--- config.mk ---
export PLATFORM = sky130hd
export DESIGN_NAME = pll_ratio_seq
export DESIGN_NICKNAME = d
export VERILOG_FILES = /design/src/rtl/pll_seq_pkg.sv /design/src/rtl/pll_cfg_regs.sv /design/src/rtl/pll_clk_mon.sv /design/src/rtl/pll_rate_gen.sv /design/src/rtl/pll_ratio_seq.sv
export SDC_FILE = /design/constraint.sdc
export NUM_CORES = 1
export LEC_CHECK = 0
export ABC_AREA = 0
export CAP_MARGIN = 15
export CORE_MARGIN = 2
export CORE_UTILIZATION = 56
export CTS_CLUSTER_SIZE = 12
export DETAILED_ROUTE_END_ITERATION = 12
export DONT_BUFFER_PORTS = 1
export GPL_TIMING_DRIVEN = 1
export HOLD_SLACK_MARGIN = 0.1
export MAX_ROUTING_LAYER = met4
export PLACE_DENSITY = 0.77
export SLEW_MARGIN = 20
export SYNTH_ARGS = -nofsm -noshare
export SYNTH_HDL_FRONTEND = slang
export SYNTH_SLANG_ARGS = --single-unit
--- constraint.sdc ---
create_clock -name clk -period 7.3 [get_ports clk]
set_input_delay 1.095 -clock clk [delete_from_list [all_inputs] [get_ports clk]]
set_output_delay 1.095 -clock clk [all_outputs]
set_load 0.05 [all_outputs]
--- src/rtl/pll_seq_pkg.sv ---
package pll_seq_pkg;

  typedef enum logic [1:0] {
    DSEL_QUARTER_A = 2'd0,
    DSEL_QUARTER_B = 2'd1,
    DSEL_HALF      = 2'd2,
    DSEL_FULL      = 2'd3
  } dsel_e;

  typedef enum logic [1:0] {
    SRC_RUN  = 2'd0,
    SRC_LOCK = 2'd1,
    SRC_LIMP = 2'd2
  } rate_src_e;

  function automatic logic [2:0] dsel_factor(input logic [1:0] sel);
    case (sel)
      DSEL_HALF: dsel_factor = 3'd2;
      DSEL_FULL: dsel_factor = 3'd1;
      default:   dsel_factor = 3'd4;
    endcase
  endfunction

endpackage

--- src/rtl/pll_cfg_regs.sv ---
module pll_cfg_regs
  import pll_seq_pkg::*;
#(
  parameter int MULT_MAX   = 10,
  parameter int LOCK_EDGES = 4096,
  localparam int MW        = $clog2(MULT_MAX + 1),
  localparam int LW        = $clog2(LOCK_EDGES + 1)
) (
  input  logic          clk,
  input  logic          rst_n,
  input  logic          wr_mult_en,
  input  logic [MW-1:0] wr_mult,
  input  logic          wr_div_en,
  input  logic [1:0]    wr_div,
  input  logic          wr_mcd_en,
  input  logic          wr_mcd_off,
  input  logic          osc_rise,
  output logic [MW-1:0] mult_q,
  output logic [1:0]    div_q,
  output logic          mcd_off_q,
  output logic          locked
);

  logic          mult_ok;
  logic [LW-1:0] lock_cnt;

  // judged against the divider select held before this cycle
  assign mult_ok = wr_mult_en && (div_q == DSEL_QUARTER_A) &&
                   (wr_mult <= MW'(MULT_MAX));

  always_ff @(posedge clk or negedge rst_n) begin
    if (!rst_n) begin
      mult_q    <= '0;
      div_q     <= DSEL_QUARTER_A;
      mcd_off_q <= 1'b0;
    end else begin
      if (mult_ok)   mult_q    <= wr_mult;
      if (wr_div_en) div_q     <= wr_div;
      if (wr_mcd_en) mcd_off_q <= wr_mcd_off;
    end
  end

  always_ff @(posedge clk or negedge rst_n) begin
    if (!rst_n)                          lock_cnt <= '0;
    else if (mult_ok)                    lock_cnt <= LW'(LOCK_EDGES);
    else if (osc_rise && lock_cnt != 0)  lock_cnt <= lock_cnt - 1'b1;
  end

  assign locked = (lock_cnt == '0);

endmodule

--- src/rtl/pll_clk_mon.sv ---
module pll_clk_mon #(
  parameter int MISS_TICKS = 100,
  localparam int CW        = $clog2(MISS_TICKS + 1)
) (
  input  logic clk,
  input  logic rst_n,
  input  logic osc_in,
  input  logic mcd_off,
  output logic osc_rise,
  output logic limp
);

  logic [2:0]    sync_q;
  logic [CW-1:0] gap_cnt;

  always_ff @(posedge clk or negedge rst_n) begin
    if (!rst_n) sync_q <= '0;
    else        sync_q <= {sync_q[1:0], osc_in};
  end

  assign osc_rise = sync_q[1] & ~sync_q[2];

  always_ff @(posedge clk or negedge rst_n) begin
    if (!rst_n) begin
      gap_cnt <= '0;
      limp    <= 1'b0;
    end else begin
      if (osc_rise || mcd_off)            gap_cnt <= '0;
      else if (gap_cnt != CW'(MISS_TICKS)) gap_cnt <= gap_cnt + 1'b1;
      if (!mcd_off && gap_cnt == CW'(MISS_TICKS)) limp <= 1'b1;
    end
  end

endmodule

--- src/rtl/pll_rate_gen.sv ---
module pll_rate_gen
  import pll_seq_pkg::*;
#(
  parameter int MULT_MAX   = 10,
  parameter int OSC_TICKS  = 16,
  parameter int LIMP_TICKS = 64,
  localparam int MW        = $clog2(MULT_MAX + 1),
  localparam int DEN_MAX   = (4 * OSC_TICKS > LIMP_TICKS) ? 4 * OSC_TICKS : LIMP_TICKS,
  localparam int DW        = $clog2(DEN_MAX + 1)
) (
  input  logic          clk,
  input  logic          rst_n,
  input  logic          limp,
  input  logic          locked,
  input  logic [MW-1:0] mult_q,
  input  logic [1:0]    div_q,
  output logic          sys_stb
);

  rate_src_e     src;
  logic [DW-1:0] num, den, num_q, den_q, acc;
  logic [DW:0]   sum;

  always_comb begin
    if (limp)         src = SRC_LIMP;
    else if (!locked) src = SRC_LOCK;
    else              src = SRC_RUN;
    case (src)
      SRC_LIMP: begin num = DW'(1); den = DW'(LIMP_TICKS);    end
      SRC_LOCK: begin num = DW'(1); den = DW'(2 * OSC_TICKS); end
      default: begin
        num = (mult_q == '0) ? DW'(1) : DW'(mult_q);
        den = DW'(OSC_TICKS) * DW'(dsel_factor(div_q));
      end
    endcase
  end

  assign sum = {1'b0, acc} + {1'b0, num};

  always_ff @(posedge clk or negedge rst_n) begin
    if (!rst_n) begin
      acc     <= '0;
      num_q   <= '0;
      den_q   <= '0;
      sys_stb <= 1'b0;
    end else begin
      num_q <= num;
      den_q <= den;
      if (num != num_q || den != den_q) begin
        acc     <= '0;
        sys_stb <= 1'b0;
      end else if (sum >= {1'b0, den}) begin
        acc     <= DW'(sum - {1'b0, den});
        sys_stb <= 1'b1;
      end else begin
        acc     <= DW'(sum);
        sys_stb <= 1'b0;
      end
    end
  end

endmodule

--- src/rtl/pll_ratio_seq.sv ---
module pll_ratio_seq #(
  parameter int MULT_MAX   = 10,
  parameter int OSC_TICKS  = 16,
  parameter int LOCK_EDGES = 4096,
  parameter int MISS_TICKS = 100,
  parameter int LIMP_TICKS = 64,
  localparam int MW        = $clog2(MULT_MAX + 1)
) (
  input  logic          clk,
  input  logic          rst_n,
  input  logic          osc_in,
  input  logic          wr_mult_en,
  input  logic [MW-1:0] wr_mult,
  input  logic          wr_div_en,
  input  logic [1:0]    wr_div,
  input  logic          wr_mcd_en,
  input  logic          wr_mcd_off,
  output logic          sys_stb,
  output logic          locked,
  output logic          limp,
  output logic [MW-1:0] mult_val,
  output logic [1:0]    div_val,
  output logic          mcd_off_val
);

  logic osc_rise;

  pll_cfg_regs #(.MULT_MAX(MULT_MAX), .LOCK_EDGES(LOCK_EDGES)) u_regs (
    .clk(clk), .rst_n(rst_n),
    .wr_mult_en(wr_mult_en), .wr_mult(wr_mult),
    .wr_div_en(wr_div_en), .wr_div(wr_div),
    .wr_mcd_en(wr_mcd_en), .wr_mcd_off(wr_mcd_off),
    .osc_rise(osc_rise),
    .mult_q(mult_val), .div_q(div_val), .mcd_off_q(mcd_off_val),
    .locked(locked)
  );

  pll_clk_mon #(.MISS_TICKS(MISS_TICKS)) u_mon (
    .clk(clk), .rst_n(rst_n), .osc_in(osc_in), .mcd_off(mcd_off_val),
    .osc_rise(osc_rise), .limp(limp)
  );

  pll_rate_gen #(.MULT_MAX(MULT_MAX), .OSC_TICKS(OSC_TICKS), .LIMP_TICKS(LIMP_TICKS)) u_rate (
    .clk(clk), .rst_n(rst_n), .limp(limp), .locked(locked),
    .mult_q(mult_val), .div_q(div_val), .sys_stb(sys_stb)
  );

endmodule

* After elaboration in Yosys (flattened, before gate mapping)
Index checks and enable logic that the tools add are counted.
Storage, ports and cells: register bits after elaboration 53, bits of input ports 13, word-level logic and storage cells 55
Cells by class: add/subtract/negate cells 4, order comparisons 2, eq/ne operators 8, muxes and demuxes 14, bitwise logic cells 2, reductions and logical operators 14
Operators by type and width (number):
- 7-bit two-way mux | 5
- 13-bit two-way mux | 2
- 7-bit inequality test | 2
- 7-bit one-hot mux with 2 select lines | 1
- 13-bit logical NOT | 1
- 13-bit nonzero test | 1
- 13-bit by 1-bit subtractor with 13-bit output (second input constant) | 1
- 7-bit by 7-bit adder with 8-bit output | 1
- 8-bit by 7-bit greater-or-equal comparator with 1-bit output | 1
- 7-bit by 1-bit adder with 7-bit output (second input constant) | 1
- 7-bit equality test (second input constant) | 1
- 7-bit inequality test (second input constant) | 1
- 7-bit subtractor | 1
- 2-bit equality test (second input constant) | 3
- 3-bit one-hot mux with 2 select lines | 1
- 4-bit less-or-equal comparator (second input constant) | 1
- 1-bit logical AND | 4
- 4-bit logical NOT | 1
- 4-bit two-way mux | 1
- 2-bit nonzero test | 2
- 1-bit two-way mux | 3
- 2-bit by 1-bit equality test with 1-bit output (second input constant) | 1
- 2-bit logical NOT | 1
- 1-bit logical OR | 2
- 5 further kinds | 5

* Depth between registers and ports, before layout
Gate-level depths: netlist of run 1.
depth after elaboration 10, mapped depth 20

* By module
A second synthesis of run 1 with hierarchy kept.
Second synthesis, totals: cell total of the unflattened synthesis 256, area, all modules 2539.9 sq um
Modules (own cells, without submodules):
- pll_cfg_regs | instances 1, cells each 102, area an instance 1021.0 sq um, sequential area each 500.5 sq um
- pll_rate_gen | instances 1, cells each 107, area an instance 1013.5 sq um, sequential area each 375.4 sq um
- pll_clk_mon | instances 1, cells each 47, area an instance 505.5 sq um, sequential area each 275.3 sq um

* Worst setup path before layout of run 1
OpenSTA, ideal clock, no wires.
path type register to register, from reg u_regs.lock_cnt[0], to reg u_rate.acc[5], arrival 4.131 ns, required time 7.181 ns, setup slack 3.050 ns, stages on the path, launching flop included 20, clock period less this slack 4.250 ns, path through dfrtp_1 -> inv_1 -> ha_1 -> nor4b_2 -> nand3_1 -> inv_2 -> nand3_1 -> inv_1 -> ha_1 -> a211oi_1 -> nor3b_1 -> o21ai_1 -> xor2_1 -> inv_1 -> ha_1 -> nand2_1 -> or4_1 -> o211a_1 -> mux2i_1 -> and2_1
On the way: cells in the longest elaborated chain, start to end 10, elaborated cells between the ends (all ways) 16, those cells by class add/sub (2); order compare (1); eq/ne (4); mux (6); reduce/logical (3)
Ends and longest elaborated chain:
- start: declaration | RTL line pll_cfg_regs.sv:25 | logic [LW-1:0] lock_cnt;
- start signal: assignment | RTL line pll_cfg_regs.sv:45 | else if (mult_ok) lock_cnt <= LW'(LOCK_EDGES);
- start signal: assignment | RTL line pll_cfg_regs.sv:46 | else if (osc_rise && lock_cnt != 0) lock_cnt <= lock_cnt - 1'b1;
- 13-bit logical NOT * | RTL line pll_cfg_regs.sv:49 | assign locked = (lock_cnt == '0);
- via locked | RTL line pll_ratio_seq.sv:19 | output logic locked,
- 1-bit two-way mux * | RTL line pll_rate_gen.sv:26 | else if (!locked) src = SRC_LOCK;
- 2-bit two-way mux * | RTL line pll_rate_gen.sv:25 | if (limp) src = SRC_LIMP;
- 2-bit equality test or 2-bit by 1-bit equality test with 1-bit output (tied branches) | RTL line pll_rate_gen.sv:28 | case (src)
- 2-bit OR reduction (no line) *
- 7-bit two-way mux * | RTL line pll_rate_gen.sv:28
- via u_rate.num[1] | RTL line pll_rate_gen.sv:21 | logic [DW-1:0] num, den, num_q, den_q, acc;
- 7-bit by 7-bit adder with 8-bit output | RTL line pll_rate_gen.sv:38 | assign sum = {1'b0, acc} + {1'b0, num};
- 7-bit subtractor or 8-bit by 7-bit greater-or-equal comparator with 1-bit output (tied branches) | RTL line pll_rate_gen.sv:53, pll_rate_gen.sv:52
- 7-bit two-way mux | RTL line pll_rate_gen.sv:52 | end else if (sum >= {1'b0, den}) begin
- 7-bit two-way mux * | RTL line pll_rate_gen.sv:49 | if (num != num_q || den != den_q) begin
- end signal: assignment | RTL line pll_rate_gen.sv:53 | acc <= DW'(sum - {1'b0, den});
- end signal: assignment | RTL line pll_rate_gen.sv:56 | acc <= DW'(sum);
- end: declaration | RTL line pll_rate_gen.sv:21
Mark *: on every way through the listed nets, which the timed path passes. The rest lies on a longest branch. A chain may end at the register's enable or synchronous reset.

* Worst setup path in the final report of run 1
Ends and elaborated chain as after synthesis.

==> results of run 1 <==
[synthesized netlist by cell type (3+ instances only)]
cell / count
xnor2_1: 15
nor4_2: 3
nand2_1: 15
xor2_1: 8
mux2_1: 3
ha_1: 10
mux2i_1: 5
nor2_1: 31
a21oi_1: 7
inv_1: 15
dfrtp_1: 46
and3_1: 3
o21ai_1: 6
and2_1: 5
nand3_1: 8
nand2b_1: 3
nor3_1: 8
o21ai_0: 5
nor2b_1: 5
[final cells by class]
cell class / instances / area share (%)
inverter: 17 / 2.49
clock buffer: 5 / 2.68
tap: 50 / 2.44
clock inverter: 3 / 1.56
sequential: 46 / 44.9
multi-input combinational: 170 / 45.7
timing repair buffer: 1 / 0.293
[power breakdown]
group          switching (W)  internal [W]
logic               0.000163      0.000152
registers           0.000103      0.000321
clock network      0.0000888      0.000101
total               0.000354      0.000574
[final timing paths]
check | start | endpoint | slack, ns | depth (start not counted)
worst max-delay path | u_regs.lock_cnt[0]$_DFFE_PN0P_ | u_rate.acc[5]$_DFF_PN0_ | 2.59 | 19
min in group asynchronous | rst_n | u_rate.den_q[4]$_DFF_PN0_ | 0.48 | 0
worst min register to register | u_mon.sync_q[0]$_DFF_PN0_ | u_mon.sync_q[1]$_DFF_PN0_ | 0.36 | 0
max in group asynchronous | rst_n | u_regs.lock_cnt[8]$_DFFE_PN0P_ | 6.73 | 0
worst min-delay path | u_mon.sync_q[0]$_DFF_PN0_ | u_mon.sync_q[1]$_DFF_PN0_ | 0.36 | 0
worst max register to register | u_regs.lock_cnt[0]$_DFFE_PN0P_ | u_rate.acc[5]$_DFF_PN0_ | 2.59 | 19
[logic make-up after synthesis]
group | count (synthesis) | share of synthesized area, %
multiplexers | 9 | 3.97
flip-flops | 46 | 48.1
buffers and inverters | 19 | 2.98
XOR/XNOR | 23 | 8.41
AO/OA/AOI/OAI | 30 | 7.79
AND/OR/NAND/NOR | 96 | 21.9
adder cells (fa/ha/maj) | 12 | 6.90
[per-stage QoR]
step           instances  util, %
6_report             292     63.2
2_1_floorplan        235        -
3_3_place_gp         284     60.6
5_1_grt              292     63.2
3_5_place_dp         284     60.6
4_1_cts              292     63.2
[registers in the layout, indices dropped and copies added (netlist names)]
register and count:
u_mon.gap_cnt 7, u_mon.limp 1, u_mon.sync_q 3, u_rate.acc 7, u_rate.den_q 3, u_rate.num_q 4, u_rate.sys_stb 1, u_regs.div_q 2
u_regs.lock_cnt 13, u_regs.mcd_off_q 1, u_regs.mult_q 4
[per-layer routing]
layer / up-vias / part of all wire (%) / wire length, um / GRT usage, %
met5: - / 0 / 0 / -
li1: 814 / - / - / -
met1: 777 / 48 / 2040 / 26.9
met3: 6 / 3.6 / 152 / 4.94
met2: 29 / 47 / 2000 / 30.9
met4: 0 / 1.3 / 56 / 5.66
==> metrics.csv, run 1 <==
metric,value,unit
status,finished clean,
first_pass_iters,4,
grt_pass1_wl,7490,um
final_common_cell,dfrtp_1,
arrival,4.91,ns
core,0.00406,sq mm
synthArstFlopShare,100,%
hold_buffers,0,
gp_congestion,0.841,
cts-root-buf,clkbuf_8,
synth_edf_count,0,
start_util,59.0,%
max_freq,0.212,GHz
core.rowCount,23,
holdWs,0.355,ns
power_density,362,mW/mm^2
rsz0062_at_grt,false,
worst-path-buf-inv,4,
min_path_type,register to register,
first_iter_violations,123,
yosysWarnings,0,
path_clk_slew,0.09,ns
grt_max_degree,47,
period_minus_slack,4.71,ns
syn_area,0.00239,sq mm
place_worst_setup_slack,2.61,ns
grt.total_usage,20.1,%
die_w,69.4,um
numPortBuffers,0,
endpoint_kind,register,
layout_setup_ws,2.59,ns
setup_viol,0,
tightest_slew,0.712,ns
slew_headroom,52.5,%
post_cts_buffers,0,
syn_nets,260,
cts_tree,done,
critPathKind,register to register,
ant_nets,0,
yosysUniqueCellTypes,46,
mostFrequentLayoutCells,"dfrtp_1 (46), nor2_1 (31), inv_1 (15), nand2_1 (15), xnor2_1 (15)",
wire_per_inst,14.6,um
placed_cell_area,0.00246,sq mm
synth_top_cell_by_area,dfrtp_1,
vias_per_cell,5.57,
area_growth,7.16,%
total_power,0.000928,W
die-area,0.00482,sq mm
cpMaxStageDelayCell,or4_1,
max_stage_delay,0.46,ns
dp_hpwl,3050,um
multiInputGateArea,0.00117,sq mm
drt-total-wl,4250,um
cts-htree-levels,2,
drive_above_1_share,7.44,%
route.detailed.drc,0,
avgSynthCellArea,10.2,sq um
cts_buffers,5,
grt_pass1_vias,1623,
maxSlewViolCount,0,
synth_ff_type,dfrtp_1,
cp-start-kind,register,
antenna_found_initial,0,
ios,23,
overflow,0,
synthCells,235,
finalInstanceArea,0.00257,sq mm
seq_area_frac_synth,48.1,%
hold_viol,0,
crit_family,simple AND/OR/NAND/NOR gates,
cts-resized-gates,0,
min_period_over_period,64.5,%
final.setup.tns,0,ns
nets,266,
n_antenna_cell,0,
drv_cap,0,
worstPathRequired,7.50,ns
synth_area_leaders,"dfrtp_1 (48%), xnor2_1 (5.5%), ha_1 (5.2%)",
via_count,1626,
ys_seq_elements,46,
irDropWorstVdd,192,uV
die_y,69.4,um
crit_fanout,5,
clock_tree.buffer_depth,2,
synth.top_cell.area_share,48.1,%
clkLatencyLatePin,0.30,ns
path_cells,"inv_1, ha_1, nor4b_2, nand3_1, inv_2, nand3_1, inv_1, ha_1, a211oi_1, nor3b_1, o21ai_1, xor2_1, inv_1, ha_1, nand2_1, or4_1, o211a_1, mux2i_1, and2_1",
p_leak,1.15,nW
cts_sinks,46,
fin_worst_skew,0.0121,ns
regArea,0.00115,sq mm
nFillCells,332,
Note: power is estimated with default switching activity, not from simulation.
==> run 2: changes to the inputs <==
==> constraint.sdc (replaced) <==
create_clock -name clk -period 4.6 [get_ports clk]
set_input_delay 0.69 -clock clk [delete_from_list [all_inputs] [get_ports clk]]
set_output_delay 0.69 -clock clk [all_outputs]
set_load 0.05 [all_outputs]
==> metrics.csv, run 2 (same netlist as run 1, synthesis figures left out) <==
metric,value,unit
status,finished clean,
nets,273,
clkLatencyLatePin,0.29,ns
path_cells,"inv_1, ha_1, nor4b_4, nand3_2, inv_2, nand3_1, inv_1, ha_1, a211oi_1, nor3b_1, o21ai_1, xor2_2, inv_1, ha_1, nand2_1, or4_1, o211a_1, mux2i_1, and2_1",
start_util,59.0,%
crit_family,simple AND/OR/NAND/NOR gates,
numPortBuffers,0,
irDropWorstVdd,463,uV
crit_fanout,5,
p_leak,1.20,nW
holdWs,0.235,ns
maxSlewViolCount,0,
die_w,69.4,um
core.rowCount,23,
cts_tree,done,
multiInputGateArea,0.00119,sq mm
cts_sinks,46,
cts_buffers,5,
mostFrequentLayoutCells,"dfrtp_1 (46), nor2_1 (31), inv_1 (15), nand2_1 (15), xnor2_1 (15)",
placed_cell_area,0.00249,sq mm
cp-start-kind,register,
max_stage_delay,0.46,ns
die_y,69.4,um
grt_pass1_wl,7460,um
arrival,4.44,ns
min_period_over_period,92.5,%
final_common_cell,dfrtp_1,
period_minus_slack,4.26,ns
slew_headroom,55.0,%
antenna_found_initial,0,
setup_viol,0,
overflow,0,
via_count,1675,
critPathKind,register to register,
dp_hpwl,3050,um
nFillCells,331,
ios,23,
worstPathRequired,4.78,ns
final.setup.tns,0,ns
endpoint_kind,register,
finalInstanceArea,0.00266,sq mm
regArea,0.00115,sq mm
clock_tree.buffer_depth,2,
n_antenna_cell,0,
largest_reg_flops,13,
top_register,u_regs.lock_cnt,
finalNonFillerCells,298,
grt.total_usage,20.1,%
wire_per_inst,14.7,um
path_clk_slew,0.09,ns
drv_cap,0,
drt-total-wl,4380,um
min_path_type,input pin to async pin,
ant_nets,0,
die-area,0.00482,sq mm
tightest_slew,0.674,ns
grt_pass1_vias,1662,
route.detailed.drc,0,
max_freq,0.235,GHz
fin_worst_skew,0.0110,ns
vias_per_cell,5.62,
power_density,572,mW/mm^2
first_pass_iters,4,
cts-htree-levels,2,
first_iter_violations,124,
worst-path-buf-inv,4,
grt_max_degree,47,
rsz0062_at_grt,false,
cpMaxStageDelayCell,or4_1,
hold_viol,0,
gp_congestion,0.894,
dp.cells,289,
area_growth,11.2,%
top_regs,"u_regs.lock_cnt x13, u_mon.gap_cnt x7, u_rate.acc x7",
drive_above_1_share,10.5,%
cts-root-buf,clkbuf_8,
core,0.00406,sq mm
run 2: cell count changes in the layout (fill, tap and decap cells not counted), sizes merged:
cell / change
buf: +7
clkbuf: +1
clkinv: -2
run 2: final cells by class:
| type | count | area share, % |
|---|---|---|
| Multi-Input combinational cell | 170 | 44.8 |
| Tap cell | 50 | 2.35 |
| Inverter | 17 | 2.40 |
| Sequential cell | 46 | 43.2 |
| Clock inverter | 1 | 1.13 |
| Timing Repair Buffer | 8 | 3.01 |
| Clock buffer | 6 | 3.10 |
run 2: what timing repair did:
action	4_1_cts	5_1_grt
endpoints found under the setup margin	0	4
resized for setup	0	3
buffers inserted	0	1
hold buffers	1	0
hold endpoints to repair	46	0
run 2: final timing paths:
check	start	to	slack, ns	cells past startpoint
min	rst_n	u_mon.gap_cnt[2]$_DFFE_PN0P_	0.24	1
max reg2reg	u_regs.lock_cnt[0]$_DFFE_PN0P_	u_rate.acc[4]$_DFF_PN0_	0.34	19
max	u_regs.lock_cnt[0]$_DFFE_PN0P_	u_rate.acc[4]$_DFF_PN0_	0.34	19
min in group clk	u_mon.sync_q[0]$_DFF_PN0_	u_mon.sync_q[1]$_DFF_PN0_	0.36	0
min reg2reg	u_mon.sync_q[0]$_DFF_PN0_	u_mon.sync_q[1]$_DFF_PN0_	0.36	0
max in group asynchronous	rst_n	u_regs.div_q[0]$_DFFE_PN0P_	4.16	1
run 2: routing by layer:
layer,GRT usage (%),part of all wire (%)
met1,25.8,47
met2,31.3,48
met3,5.38,4.7
met4,6.10,0.71
met5,-,0
run 2: worst register-to-register path: stages (launching register included):
cell      delay [ns]
dfrtp_1         0.41
inv_1           0.07
ha_1            0.20
nor4b_4         0.34
nand3_2         0.17
inv_2           0.12
nand3_1         0.17
inv_1           0.14
ha_1            0.23
a211oi_1        0.31
nor3b_1         0.12
o21ai_1         0.22
xor2_2          0.22
inv_1           0.06
ha_1            0.26
nand2_1         0.04
or4_1           0.46
o211a_1         0.30
mux2i_1         0.14
and2_1          0.16
run 2: metrics by stage:
step                utilization, %  worst slack, ns  power, W
floorplan                        -            0.350   0.00107
global placement              61.5            0.338   0.00118
detailed placement            61.5            0.101   0.00120
CTS                           64.9           0.0811   0.00152
global route                  65.6           0.0276   0.00164
finish                        65.6            0.344   0.00152
run 2: where the power goes:
group	switching (W)	internal (W)	total, W
combinational	0.000304	0.000266	0.000570
clock	0.000127	0.000174	0.000301
sequential	0.000142	0.000510	0.000652
